**src/rtl/rfc_pkg.sv**
```systemverilog
package rfc_pkg;
  typedef enum logic [2:0] {
    RFC_IDLE,
    RFC_EVICT,
    RFC_FETCH,
    RFC_WAIT,
    RFC_REPLY
  } rfc_state_e;
endpackage

```
**src/rtl/rfc_frag_store.sv**
```systemverilog
module rfc_frag_store #(
  parameter int NARROW_W = 32,
  parameter int RATIO    = 4,
  parameter int TAG_W    = 6
) (
  input  logic                         clk,
  input  logic                         rst_n,
  input  logic                         merge_en,
  input  logic [$clog2(RATIO)-1:0]     merge_idx,
  input  logic [NARROW_W-1:0]          merge_data,
  input  logic [NARROW_W/8-1:0]        merge_be,
  input  logic                         fill_en,
  input  logic [TAG_W-1:0]             fill_tag,
  input  logic [NARROW_W*RATIO-1:0]    fill_data,
  input  logic                         clean_en,
  output logic [NARROW_W*RATIO-1:0]    frag_data,
  output logic [TAG_W-1:0]             frag_tag,
  output logic                         frag_valid,
  output logic                         frag_dirty
);
  localparam int BYTES  = NARROW_W / 8;
  localparam int WIDE_W = NARROW_W * RATIO;

  logic [WIDE_W-1:0] nxt_data;

  // per-byte next value: fill wins, then a merge into the selected lane
  for (genvar g = 0; g < RATIO; g++) begin : g_lane
    for (genvar b = 0; b < BYTES; b++) begin : g_byte
      localparam int LO = g * NARROW_W + b * 8;
      assign nxt_data[LO +: 8] =
        fill_en ? fill_data[LO +: 8] :
        (merge_en && (merge_idx == g[$clog2(RATIO)-1:0]) && merge_be[b]) ?
          merge_data[b*8 +: 8] : frag_data[LO +: 8];
    end
  end

  always_ff @(posedge clk or negedge rst_n) begin
    if (!rst_n) begin
      frag_data  <= '0;
      frag_tag   <= '0;
      frag_valid <= 1'b0;
      frag_dirty <= 1'b0;
    end else begin
      frag_data <= nxt_data;
      if (fill_en) begin
        frag_tag   <= fill_tag;
        frag_valid <= 1'b1;
        frag_dirty <= 1'b0;
      end else if (merge_en) begin
        frag_dirty <= 1'b1;
      end else if (clean_en) begin
        frag_dirty <= 1'b0;
      end
    end
  end
endmodule

```
**src/rtl/rfc_lane_sel.sv**
```systemverilog
module rfc_lane_sel #(
  parameter int NARROW_W = 32,
  parameter int RATIO    = 4
) (
  input  logic [NARROW_W*RATIO-1:0] wide,
  input  logic [$clog2(RATIO)-1:0]  idx,
  output logic [NARROW_W-1:0]       lane
);
  logic [NARROW_W-1:0] lanes [RATIO];

  for (genvar g = 0; g < RATIO; g++) begin : g_split
    assign lanes[g] = wide[g*NARROW_W +: NARROW_W];
  end

  assign lane = lanes[idx];
endmodule

```
**src/rtl/rfc_ctrl.sv**
```systemverilog
module rfc_ctrl
  import rfc_pkg::*;
(
  input  logic clk,
  input  logic rst_n,
  input  logic req_valid,
  input  logic req_write,
  input  logic hit,
  input  logic dirty,
  input  logic cmd_ready,
  input  logic rd_valid,
  input  logic rsp_ready,
  output logic req_ready,
  output logic rsp_valid,
  output logic cmd_valid,
  output logic cmd_write,
  output logic rd_ready,
  output logic fill_en,
  output logic clean_en,
  output logic miss_cap,
  output logic reply_cap
);
  rfc_state_e state, nxt;

  always_comb begin
    nxt       = state;
    req_ready = 1'b0;
    rsp_valid = 1'b0;
    cmd_valid = 1'b0;
    cmd_write = 1'b0;
    rd_ready  = 1'b0;
    fill_en   = 1'b0;
    clean_en  = 1'b0;
    miss_cap  = 1'b0;
    reply_cap = 1'b0;
    unique case (state)
      RFC_IDLE: begin
        req_ready = hit;
        if (req_valid) begin
          if (hit) begin
            if (!req_write) begin
              reply_cap = 1'b1;
              nxt       = RFC_REPLY;
            end
          end else begin
            miss_cap = 1'b1;
            nxt      = dirty ? RFC_EVICT : RFC_FETCH;
          end
        end
      end
      RFC_EVICT: begin
        cmd_valid = 1'b1;
        cmd_write = 1'b1;
        if (cmd_ready) begin
          clean_en = 1'b1;
          nxt      = RFC_FETCH;
        end
      end
      RFC_FETCH: begin
        cmd_valid = 1'b1;
        if (cmd_ready) nxt = RFC_WAIT;
      end
      RFC_WAIT: begin
        rd_ready = 1'b1;
        if (rd_valid) begin
          fill_en = 1'b1;
          nxt     = RFC_IDLE;
        end
      end
      RFC_REPLY: begin
        rsp_valid = 1'b1;
        if (rsp_ready) nxt = RFC_IDLE;
      end
      default: nxt = RFC_IDLE;
    endcase
  end

  always_ff @(posedge clk or negedge rst_n) begin
    if (!rst_n) state <= RFC_IDLE;
    else        state <= nxt;
  end
endmodule

```
**src/rtl/row_frag_cache.sv**
```systemverilog
module row_frag_cache #(
  parameter int ADDR_W   = 8,
  parameter int NARROW_W = 32,
  parameter int RATIO    = 4
) (
  input  logic                                clk,
  input  logic                                rst_n,
  input  logic                                fe_req_valid,
  output logic                                fe_req_ready,
  input  logic                                fe_req_write,
  input  logic [ADDR_W-1:0]                   fe_req_addr,
  input  logic [NARROW_W-1:0]                 fe_req_wdata,
  input  logic [NARROW_W/8-1:0]               fe_req_be,
  output logic                                fe_rsp_valid,
  input  logic                                fe_rsp_ready,
  output logic [NARROW_W-1:0]                 fe_rsp_data,
  output logic                                dn_cmd_valid,
  input  logic                                dn_cmd_ready,
  output logic                                dn_cmd_write,
  output logic [ADDR_W-$clog2(RATIO)-1:0]     dn_cmd_addr,
  output logic [NARROW_W*RATIO-1:0]           dn_cmd_wdata,
  input  logic                                dn_rd_valid,
  output logic                                dn_rd_ready,
  input  logic [NARROW_W*RATIO-1:0]           dn_rd_data
);
  localparam int SEL_W  = $clog2(RATIO);
  localparam int TAG_W  = ADDR_W - SEL_W;
  localparam int WIDE_W = NARROW_W * RATIO;

  logic [TAG_W-1:0]  req_tag, miss_tag, frag_tag;
  logic [SEL_W-1:0]  req_idx, rsp_idx;
  logic [WIDE_W-1:0] frag_data;
  logic              frag_valid, frag_dirty, hit;
  logic              fill_en, clean_en, miss_cap, reply_cap, merge_en;

  assign req_tag  = fe_req_addr[ADDR_W-1:SEL_W];
  assign req_idx  = fe_req_addr[SEL_W-1:0];
  assign hit      = frag_valid && (frag_tag == req_tag);
  assign merge_en = fe_req_valid && fe_req_ready && fe_req_write;

  always_ff @(posedge clk or negedge rst_n) begin
    if (!rst_n) begin
      miss_tag <= '0;
      rsp_idx  <= '0;
    end else begin
      if (miss_cap)  miss_tag <= req_tag;
      if (reply_cap) rsp_idx  <= req_idx;
    end
  end

  rfc_ctrl i_ctrl (
    .clk       (clk),
    .rst_n     (rst_n),
    .req_valid (fe_req_valid),
    .req_write (fe_req_write),
    .hit       (hit),
    .dirty     (frag_dirty),
    .cmd_ready (dn_cmd_ready),
    .rd_valid  (dn_rd_valid),
    .rsp_ready (fe_rsp_ready),
    .req_ready (fe_req_ready),
    .rsp_valid (fe_rsp_valid),
    .cmd_valid (dn_cmd_valid),
    .cmd_write (dn_cmd_write),
    .rd_ready  (dn_rd_ready),
    .fill_en   (fill_en),
    .clean_en  (clean_en),
    .miss_cap  (miss_cap),
    .reply_cap (reply_cap)
  );

  rfc_frag_store #(
    .NARROW_W (NARROW_W),
    .RATIO    (RATIO),
    .TAG_W    (TAG_W)
  ) i_store (
    .clk        (clk),
    .rst_n      (rst_n),
    .merge_en   (merge_en),
    .merge_idx  (req_idx),
    .merge_data (fe_req_wdata),
    .merge_be   (fe_req_be),
    .fill_en    (fill_en),
    .fill_tag   (miss_tag),
    .fill_data  (dn_rd_data),
    .clean_en   (clean_en),
    .frag_data  (frag_data),
    .frag_tag   (frag_tag),
    .frag_valid (frag_valid),
    .frag_dirty (frag_dirty)
  );

  rfc_lane_sel #(
    .NARROW_W (NARROW_W),
    .RATIO    (RATIO)
  ) i_lane (
    .wide (frag_data),
    .idx  (rsp_idx),
    .lane (fe_rsp_data)
  );

  assign dn_cmd_addr  = dn_cmd_write ? frag_tag : miss_tag;
  assign dn_cmd_wdata = frag_data;
endmodule

```
**config.mk**
```make
export PLATFORM = sky130hd
export DESIGN_NAME = row_frag_cache
export DESIGN_NICKNAME = d
export VERILOG_FILES = /design/src/rtl/rfc_pkg.sv /design/src/rtl/rfc_frag_store.sv /design/src/rtl/rfc_lane_sel.sv /design/src/rtl/rfc_ctrl.sv /design/src/rtl/row_frag_cache.sv
export SDC_FILE = /design/constraint.sdc
export NUM_CORES = 1
export LEC_CHECK = 0
export BUFFER_PORTS_ARGS = -buffer_cell sky130_fd_sc_hd__buf_2
export CAP_MARGIN = 20
export CORE_MARGIN = 2
export CORE_UTILIZATION = 45
export CTS_BUF_LIST = sky130_fd_sc_hd__clkbuf_4 sky130_fd_sc_hd__clkbuf_8
export DETAILED_ROUTE_END_ITERATION = 10
export PLACE_DENSITY = 0.79
export SKIP_LAST_GASP = 1
export SLEW_MARGIN = 20
export SYNTH_ARGS = -nofsm -noshare
export SYNTH_HDL_FRONTEND = slang
export SYNTH_SLANG_ARGS = --single-unit
```
**constraint.sdc**
```tcl
create_clock -name clk -period 2.4 [get_ports clk]
set_clock_uncertainty 0.2 [all_clocks]
set_input_delay 0.24 -clock clk [delete_from_list [all_inputs] [get_ports clk]]
set_output_delay 0.24 -clock clk [all_outputs]
set_load 0.1 [all_outputs]
```
Word-level counts from Yosys, hierarchy flattened
Cells that the tools add are included.
{"block": "word_totals", "register_bits": 147, "latchBits": 0, "ramBits": 0, "rom_bits": 0, "input_bits": 179, "out_inout_bits": 171, "wordCells": 146, "n_memories": 0}
{"block": "classes", "addsub": 0, "multipliers": 0, "n_div": 0, "n_lt_le_gt_ge": 1, "eq_ne": 14, "shifts": 0, "n_mux": 64, "n_bitwise": 1, "n_reduce_logical": 44}
{"cell": "8-bit two-way mux", "count": 32}
{"cell": "32-bit binary-select mux with 2-bit select", "count": 1}
{"cell": "32-bit two-way mux", "count": 2}
{"cell": "2-bit nonzero test", "count": 16}
{"cell": "1-bit logical AND", "count": 23}
{"cell": "3-bit two-way mux", "count": 7}
{"cell": "1-bit two-way mux", "count": 19}
{"cell": "3-bit one-hot mux with 5 select lines", "count": 1}
{"cell": "2-bit != test, second input constant", "count": 5}
{"cell": "3-bit by 2-bit equality test with 1-bit output, second input constant", "count": 2}
{"cell": "6-bit equality test", "count": 1}
{"cell": "6-bit two-way mux", "count": 1}
{"cell": "6-bit AND reduction", "count": 1}
{"cell": "2-bit equality test, second input constant", "count": 2}
{"cell": "3-bit by 1-bit equality test with 1-bit output, second input constant", "count": 1}
{"cell": "3-bit equality test, second input constant", "count": 1}
{"cell": "3-bit greater-or-equal comparator, second input constant", "count": 1}
{"cell": "3-bit zero test", "count": 1}
{"cell": "3-bit != test, second input constant", "count": 1}
{"cell": "2-bit inverter with 3-bit output", "count": 1}
{"cell": "3-bit nonzero test", "count": 1}
{"cell": "2-bit by 1-bit equality test with 1-bit output, second input constant", "count": 1}
{"cell": "2-bit zero test", "count": 1}
{"cell": "2-bit two-way mux", "count": 1}
{"cell": "2-bit OR reduction", "count": 1}

Logic depth before layout (Yosys ltp)
Gate-level depths: netlist of the first run.
{"block": "logic_depth", "ltp_word": 9, "mapped_depth": 8}

Modules after synthesis
From an unflattened synthesis of the first run, not the netlist that was laid out.
{"block": "hier_totals", "cells_unflattened": 717, "hier_area_um2": 8041.5}
{"module": "rfc_frag_store", "instances": 1, "cells_per_inst": 609, "area_per_inst_um2": 6433.7, "seq_area_each_um2": 3403.3}
{"module": "rfc_lane_sel", "instances": 1, "cells_per_inst": 39, "area_per_inst_um2": 814.5, "seq_area_each_um2": 0.0}
{"module": "row_frag_cache", "instances": 1, "cells_per_inst": 33, "area_per_inst_um2": 457.9, "seq_area_each_um2": 200.2}
{"module": "rfc_ctrl", "instances": 1, "cells_per_inst": 36, "area_per_inst_um2": 335.3, "seq_area_each_um2": 75.1}

Worst setup path before layout of the first run
No wires, ideal clock.
{"block": "synth_timing", "path_type": "register to output", "from": "register i_ctrl.state[0]", "to": "output port dn_cmd_addr[0]", "arrival_time_ps": 4213, "t_required_ps": 1960, "path_slack_ps": -2253, "stages_incl_launch_ff": 5, "n_path_buf": 1, "path_cell_list": "dfrtp_1 > buf_1 > inv_1 > nor3_1 > mux2_2"}
{"block": "synth_between", "elab_chain_cells": 3}
{"element": "start, declared", "line_no": "rfc_ctrl.sv:23", "text": "rfc_state_e state, nxt;"}
{"element": "start signal, assigned", "line_no": "rfc_ctrl.sv:80", "text": "else state <= nxt;"}
{"element": "3-bit by 1-bit equality test with 1-bit output", "line_no": "rfc_ctrl.sv:36", "text": "unique case (state)"}
{"element": "1-bit two-way mux", "line_no": "rfc_ctrl.sv:36"}
{"element": "via dn_cmd_write", "line_no": "row_frag_cache.sv:19", "text": "output logic dn_cmd_write,"}
{"element": "6-bit two-way mux", "line_no": "row_frag_cache.sv:102", "text": "assign dn_cmd_addr = dn_cmd_write ? frag_tag : miss_tag;"}
{"element": "end, declared", "line_no": "row_frag_cache.sv:20", "text": "output logic [ADDR_W-$clog2(RATIO)-1:0] dn_cmd_addr,"}
The timed path passes the listed nets, and every way through them passes these cells.

Worst setup path in the final report of the first run
{"block": "layout_timing", "from": "register i_store.frag_tag[5]", "to": "output port fe_req_ready"}
{"block": "layout_between", "elab_chain_cells": 3}
{"element": "start, declared", "line_no": "rfc_frag_store.sv:17", "text": "output logic [TAG_W-1:0] frag_tag,"}
{"element": "start signal, assigned", "line_no": "rfc_frag_store.sv:46", "text": "frag_tag <= fill_tag;"}
{"element": "6-bit equality test", "line_no": "row_frag_cache.sv:38", "text": "assign hit = frag_valid && (frag_tag == req_tag);"}
{"element": "1-bit logical AND", "line_no": "row_frag_cache.sv:38"}
{"element": "1-bit two-way mux", "line_no": "rfc_ctrl.sv:36"}
{"element": "end, declared", "line_no": "row_frag_cache.sv:9", "text": "output logic fe_req_ready,"}
Every way passes these cells.

==> impl_metrics.toml, run 1 <==
[synthesis]
synth_area_leaders = "dfrtp_1 (45%), a221o_1 (16%), mux4_2 (8.8%), nand2_1 (7.7%), nor2_1 (6.1%)"
syn_area_um2 = 8210
synth_fp_nets = 961
synth_top_area_cell = "dfrtp_1"
ys_seq_area_share_pct = 44.8
async_flop_share_pct = 100
synthDominantCellAreaShare_pct = 44.8
syn-mean-instance-area_um2 = 10.5
synth_ff_type = "dfrtp_1"
netlist_instances = 782
yosysWarnings = 0
synth_seq_cells = 147
synth-edff-count = 0
synth_cell_type_count = 35

[die]
ios = 350
coreArea_um2 = 18000
initial_core_util_pct = 45.7
die_y_um = 139
die_area_um2 = 19300
die_w_um = 139
num_rows = 49

[sta]
hold_viol = 0
setup_viol = 39
setup_ws_ps = -48.0
period_share_pct = 102
max_freq_mhz = 409
slew_viol_final = 0
worst_slew_pin_slew_ps = 551
slew_headroom_pct = 63.2
min_period_ps = 2450
rsz0062_at_grt = "yes"

[place]
port-buffer-count = 349
post-dp-hpwl_um = 19900
place.gp.congestion = 0.924

[setup_path]
crit_path_cell_trace = "xor2_1 > nor3_2 > nand4_1 > buf_4 > nor4_4 > buf_12"
cpMaxStageDelayCell = "dfrtp_1"
criticalPathCategory = "flip-flop to output pin"
cp.arrival_ps = 2010
end_kind = "output pin"
cp_top_family = "simple AND/OR/NAND/NOR gates"
required_ps = 1960
max_stage_delay_ps = 420
critPathBufInv = 2
startpoint_type = "flip-flop"
cp_max_fo = 4

[drt]
routedWlPerCell_um = 21.9
wl_um = 34400
drc_errors = 0
ant_nets = 0
drt-vias-per-instance = 5.98
drt_pre_antenna_iters = 6
dr_total_vias = 9398
drt_iter0_drc = 937

[final_layout]
regArea_um2 = 3680
fill_cells = 1085
finalNetCount = 1503
area_growth_pct = 63.9
drive_gt1_share_pct = 41.6
fin_util_pct = 74.9
multi_input_area_um2 = 4240

[run]
drv_cap = 0

[worst_hold_path]
hold_class = "input pin to flip-flop"

[clock_tree]
cts_max_level = 4
cts_buffer_depth = 2
cts_tree = "done"
cts.clk_slew.worst_paths_ps = 90
cts_made_buffers = 17
clock_latency_ps = 440
cts_sinks = 147
cts_root_buf = "clkbuf_8"

[global_route]
grt_usage_pct = 32.4
grt_max_degree = 76
antenna_found_initial = 5
grt_pass1_wl_um = 49900
grt_pass1_vias = 9093
overflow = 0

[run_status]
failed_checks = "negative setup slack"
outcome = "complete, but fails checks"
[tightest hold or removal path: stages]
cell	delay [ps]
buf_2	80
and2_1	180
a221o_1	150
[area by class of cell]
cell class	instances	share of cell area, %
timing repair buffer	588	35.9
sequential	147	27.4
inverter	2	0.0744
clock buffer	20	1.91
multi-input combinational	568	31.5
clock inverter	12	0.985
tap	229	2.13
antenna	5	0.0930
[worst paths after layout]
path,end,cells after the start,slack (ps),start
max,fe_req_ready,6,-50,i_store.frag_tag[5]$_DFFE_PN0P_
min,i_store.frag_data[46]$_DFFE_PN0P_,3,40,fe_req_wdata[14]
max reg2reg,i_store.frag_data[32]$_DFFE_PN0P_,8,-50,i_store.frag_tag[5]$_DFFE_PN0P_
min reg2reg,i_store.frag_tag[4]$_DFFE_PN0P_,2,310,miss_tag[4]$_DFFE_PN0P_
max in group asynchronous,i_store.frag_data[36]$_DFFE_PN0P_,3,1230,rst_n
min in group asynchronous,i_store.frag_data[27]$_DFFE_PN0P_,2,130,rst_n
[per-stage QoR]
step / TNS [ps] / instance area [µm²] / hold slack [ps] / worst slack (ps) / instances
6_report: -668 / 13500 / 41.0 / -48.0 / 1571
3_5_place_dp: 0 / 11000 / 47.4 / 20.2 / 1337
3_3_place_gp: 0 / 11000 / 43.6 / 43.9 / 1337
5_1_grt: -5450 / 13500 / 47.8 / -173 / 1571
4_1_cts: -49.3 / 12800 / 1.98 / -34.7 / 1515
2_1_floorplan: -7230 / 8290 / -256 / -203 / 782
[cells by family (layout without fill, tap and decap cells)]
group / Yosys count / count (layout) / share of synthesized area, %
simple gates: 376 / 376 / 22.7
other cells: 0 / 5 / 0
buf+inv: 67 / 622 / 4.52
mux: 49 / 49 / 11.1
xor+xnor: 7 / 7 / 0.747
flops: 147 / 147 / 44.8
compound gates: 136 / 136 / 16.1
[state kept, by name, summed over array words and instances, names as in the netlist]
register / flops
i_ctrl.state: 3
rsp_idx: 2
i_store.frag_valid: 1
i_store.frag_tag: 6
i_store.frag_data: 128
i_store.frag_dirty: 1
miss_tag: 6
[synth_stat cells (2+ instances only)]
master / instances
nand2_1: 169
dfrtp_1: 147
nor2_1: 134
a221o_1: 128
clkbuf_1: 39
and2_1: 34
mux4_2: 32
nor4_4: 16
mux2_2: 15
buf_6: 12
buf_2: 7
nand2b_1: 5
nand3_1: 5
buf_1: 4
xnor2_1: 4
a21oi_1: 3
nor3_1: 3
o21ai_0: 3
xor2_1: 3
inv_1: 2
mux2i_1: 2
nor2b_1: 2
[layer usage]
metal  global-route usage [%]  part of all wire, %
met2                     54.2                   50
met4                     17.6                  4.9
met3                     7.04                  9.1
met1                     39.4                   36
met5                        0                    0
[cell usage in the layout (no fill, tap or decap), types with 17 or more instances in the layout]
cell type and instances:
a221o_1 128, and2_1 33, buf_12 53, buf_2 321, buf_4 56, clkbuf_8 17, dfrtp_1 145, dlygate4sd3_1 143
mux4_2 32, nand2_1 168, nor2_1 133, nor4_4 17
[timing repair]
item,CTS,global route
pin swaps,5,7
gates cloned,0,11
endpoints found under the hold margin,288,0
gates resized for setup,1,8
endpoints found under the setup margin,11,137
setup buffers,3,40
hold buffers,143,0
Power of run 1 is left out: the tool's default activity adds up to more than one toggle a clock period on the data nets, which glitch-free logic cannot reach.
==> inputs of run 2 (changes only) <==
- CORE_ASPECT_RATIO: not set -> 1.1
==> impl_metrics.toml, run 2 (synthesis gave the netlist of run 1 again) <==
[setup_path]
r2r_cells = 11
startpoint_type = "flip-flop"
cp_max_fo = 7
end_kind = "flip-flop"
criticalPathCategory = "flip-flop to flip-flop"
critPathCapture = "i_store.frag_data[69]$_DFFE_PN0P_"
reg2reg_slack_ps = -110
regToRegEndpoint = "i_store.frag_data[69]$_DFFE_PN0P_"
cp-startpoint = "i_ctrl.state[0]$_DFFE_PN0P_"
timing.rr.start = "i_ctrl.state[0]$_DFFE_PN0P_"
required_ps = 2580
cp.arrival_ps = 2700

[place]
place.gp.congestion = 0.910
port-buffer-count = 349
place_area_um2 = 11000
post-dp-hpwl_um = 20400
place_inst = 1357

[sta]
setup_viol = 119
slew_viol_final = 0
hold_slack_ps = -25.1
rsz0062_at_grt = "yes"
setup_ws_ps = -113
max_freq_mhz = 398
hold_viol = 1
period_share_pct = 105
slew_headroom_pct = 64.3
worst_slew_pin_slew_ps = 539
min_period_ps = 2510

[run]
drv_cap = 0

[die]
coreArea_um2 = 17800
die_area_um2 = 19300
initial_core_util_pct = 46.1
die_w_um = 133
num_rows = 51
ios = 350
die_y_um = 146

[final_layout]
finalNetCount = 1524
reg_top3 = "i_store.frag_data: 128 flops, i_store.frag_tag: 6 flops, miss_tag: 6 flops"
area_growth_pct = 73.0
drive_gt1_share_pct = 48.7
mostFrequentLayoutCells = "buf_2 (321), nand2_1 (168), dfrtp_1 (145)"
stdcell_count = 1599
fin_util_pct = 79.8
max_flop_register = "i_store.frag_data"
final_common_cell = "buf_2"
fill_cells = 987
largest_reg_flops = 128
post-route-cell-area_um2 = 14200

[global_route]
grt_max_degree = 65
grt_pass1_wl_um = 49100
antenna_found_initial = 3
grtUsageMet3_pct = 6.83
overflow = 0
grt_usage_pct = 31.8
grt_pass1_vias = 9171
busiest_layer = "met2"
grt_util_met1_pct = 38.1
met2_usage_pct = 53.8

[clock_tree]
cts_buffer_depth = 2
cts_made_buffers = 17
cts_tree = "done"
cts_sinks = 147
cts.clk_slew.worst_paths_ps = 90
cts_max_level = 4
cts_root_buf = "clkbuf_8"
clock_latency_ps = 440

[run_status]
failed_checks = "negative hold slack, negative setup slack"
outcome = "complete, but fails checks"

[drt]
wl_um = 37000
drt_iter0_drc = 848
dr_total_vias = 9784
drt_pre_antenna_iters = 6
drc_errors = 0
ant_nets = 0
routedWlPerCell_um = 23.1
drt-vias-per-instance = 6.12

[worst_hold_path]
hold_class = "input pin to flip-flop"
hp-start = "fe_req_write"
run 2: critical path, cell delays in order, from the launching register on:
cell       delay, ps
dfrtp_1          410
buf_6            130
nor4b_4          260
buf_4            170
nand4_4          130
buf_12           190
buf_12           140
nor4_4           210
buf_4            190
clkbuf_16        150
buf_4            110
a221o_1          170
run 2: worst min-delay path by stage:
stage	endpoint	depth (start not counted)	slack, ps
after CTS	i_store.frag_data[9]$_DFFE_PN0P_	3	2
after global routing	i_store.frag_dirty$_DFFE_PN0P_	4	8
after detailed placement	i_store.frag_data[112]$_DFFE_PN0P_	1	10
after global placement	i_store.frag_data[81]$_DFFE_PN0P_	1	10
final	i_store.frag_dirty$_DFFE_PN0P_	4	-30
after floorplan	i_ctrl.state[0]$_DFFE_PN0P_	0	-260
run 2: cell type report:
class / instances / area [µm²] / share of cell area (%)
Timing Repair Buffer: 609 / 5080 / 35.8
Multi-Input combinational cell: 568 / 4680 / 32.9
Sequential cell: 147 / 3680 / 25.9
Clock buffer: 22 / 303 / 2.13
Tap cell: 238 / 298 / 2.10
Clock inverter: 10 / 146 / 1.03
Inverter: 2 / 10.0 / 0.0704
Antenna cell: 3 / 7.51 / 0.0528
run 2: layer usage:
| metal | vias to the layer above | part of all wire (%) |
|---|---|---|
| met5 | - | 0 |
| met4 | 0 | 6.6 |
| met3 | 213 | 8.9 |
| met2 | 838 | 50 |
| met1 | 4726 | 34 |
| li1 | 4007 | - |
run 2: what timing repair did:
item | 4_1_cts | 5_1_grt
cloned | 0 | 16
endpoints found under the setup margin | 26 | 162
hold endpoints to repair | 286 | 0
pin swaps | 0 | 60
hold buffers | 139 | 0
resized for setup | 5 | 145
buffers inserted | 2 | 51
run 2: metrics by stage:
step	hold slack, ps	setup WS [ps]	TNS, ps
after floorplan	-256	-203	-7230
after global placement	11.6	50.0	0
final	-25.1	-113	-6410
after detailed placement	12.7	-6.44	-6.44
after global routing	8.18	-226	-17400
after CTS	2.30	-41.8	-117
Power of run 2 is left out for the same reason.
==> inputs of run 3 (changes only) <==
- CORE_UTILIZATION: 45 -> 30
- PLACE_DENSITY: 0.79 -> not set
- clock period: 2.4 -> 2.8 ns (I/O delays scaled with it)
==> impl_metrics.toml, run 3 (synthesis gave the netlist of run 1 again) <==
[sta]
hold_viol = 0
setup_ws_ps = 118
setup_viol = 0
worst_slew_pin_slew_ps = 818
tns_ps = 0
period_share_pct = 95.8
max_freq_mhz = 373
min_period_ps = 2680
slew_headroom_pct = 45.5
rsz0062_at_grt = "yes"
hold_slack_ps = 51.2
slew_viol_final = 0

[place]
place.gp.congestion = 0.807
post-place-ws_ps = 154
post-dp-hpwl_um = 20800
port-buffer-count = 349
place_area_um2 = 10400

[global_route]
grt_pass1_wl_um = 46500
grt_usage_pct = 20.6
grt_max_degree = 86
antenna_found_initial = 4
overflow = 0
grt_pass1_vias = 8357

[setup_path]
cpMaxStageDelayCell = "dlygate4sd3_1"
critPathBufInv = 4
cp-startpoint = "fe_req_addr[4]"
crit_path_cell_trace = "dlygate4sd3_1 > buf_2 > xnor2_2 > or3b_1 > buf_4 > nor4_4 > buf_4 > nor2_1 > a221o_1"
end_kind = "flip-flop"
cp.arrival_ps = 2800
timing.rr.start = "i_store.frag_tag[2]$_DFFE_PN0P_"
cp_max_fo = 16
crit_top_cell = "buf_4"
required_ps = 2920
criticalPathCategory = "input pin to flip-flop"
max_stage_delay_ps = 540
cp_top_family = "buffers and inverters"
startpoint_type = "input pin"

[die]
ios = 350
coreArea_um2 = 27000
num_rows = 63
die_w_um = 162
die_area_um2 = 28700
initial_core_util_pct = 30.5
die_y_um = 178

[final_layout]
max_flop_register = "i_store.frag_data"
mostFrequentLayoutCells = "buf_2 (347), nand2_1 (168), dfrtp_1 (144)"
drive_gt1_share_pct = 38.7
final_common_cell = "buf_2"
reg_top3 = "i_store.frag_data: 128 flops, i_store.frag_tag: 6 flops, miss_tag: 6 flops"
finalNetCount = 1442
post-route-cell-area_um2 = 12300
area_growth_pct = 49.8
largest_reg_flops = 128

[clock_tree]
cts_tree = "done"
clock_latency_ps = 450
cts_max_level = 4
cts_sinks = 147
cts.clk_slew.worst_paths_ps = 100
cts_buffer_depth = 2
cts_made_buffers = 17
cts_root_buf = "clkbuf_8"

[run_status]
outcome = "finished, final reports clean"

[drt]
drc_errors = 0
dr_total_vias = 8336
ant_nets = 0
routedWlPerCell_um = 18.4
drt_pre_antenna_iters = 5
wl_um = 30100
drt_iter0_drc = 803
drt-vias-per-instance = 5.10

[worst_hold_path]
hp-start = "fe_req_write"
hold_class = "input pin to flip-flop"

[run]
drv_cap = 0
[run 3: cell count changes in the layout (fill, tap and decap cells not counted), moves of 16 or more]
cell       previous run  this run
nor2_2               31         0
clkbuf_16            16         0
buf_6                20         3
buf_4                62        29
buf_12               49         7
buf_2               321       347
nor2_1               57       134
nor2_4               46         0
[run 3: metal layers]
metal / routed length [µm] / track usage, %
met1: 12800 / 27.4
met2: 15100 / 34.3
met3: 1590 / 3.58
met4: 511 / 6.16
met5: 13 / 0
[run 3: final timing paths]
path | endpoint | slack (ps) | cells after the start
worst max-delay path | i_store.frag_data[36]$_DFFE_PN0P_ | 120 | 9
worst min-delay path | i_ctrl.state[0]$_DFFE_PN0P_ | 50 | 4
worst max register to register | i_store.frag_data[36]$_DFFE_PN0P_ | 210 | 7
worst min register to register | i_store.frag_tag[3]$_DFFE_PN0P_ | 300 | 2
max in group asynchronous | i_store.frag_data[24]$_DFFE_PN0P_ | 1540 | 3
min in group asynchronous | i_store.frag_data[18]$_DFFE_PN0P_ | 60 | 2
[run 3: stage by stage]
| stage | std cells | utilization, % |
|---|---|---|
| after CTS | 1632 | 45.5 |
| after floorplan | 782 | - |
| after global routing | 1635 | 45.6 |
| after global placement | 1458 | 38.7 |
| final | 1635 | 45.6 |
| after detailed placement | 1458 | 38.7 |
[run 3: repair_timing]
item	4_1_cts	5_1_grt
hold endpoints to repair	287	0
resized for setup	1	5
pin swaps	1	1
endpoints found under the setup margin	7	25
buffers inserted	2	0
hold buffers	141	0
[run 3: worst reg2reg max path: stages (launching register included)]
cell and delay (ps):
dfrtp_1 440, xnor2_2 210, or3b_1 370, buf_4 280
nor4_4 370, buf_4 270, nor2_1 80, a221o_1 260
[run 3: area by class of cell]
type                       instances  area (µm²)
antenna                            3        7.51
sequential                       147        3680
clock buffer                      18         248
fill                            2575       14700
timing repair buffer             527        3540
tap                              357         447
inverter                           2        7.51
clock inverter                    13         149
multi-input combinational        568        4220
Power of run 3 is left out for the same reason.
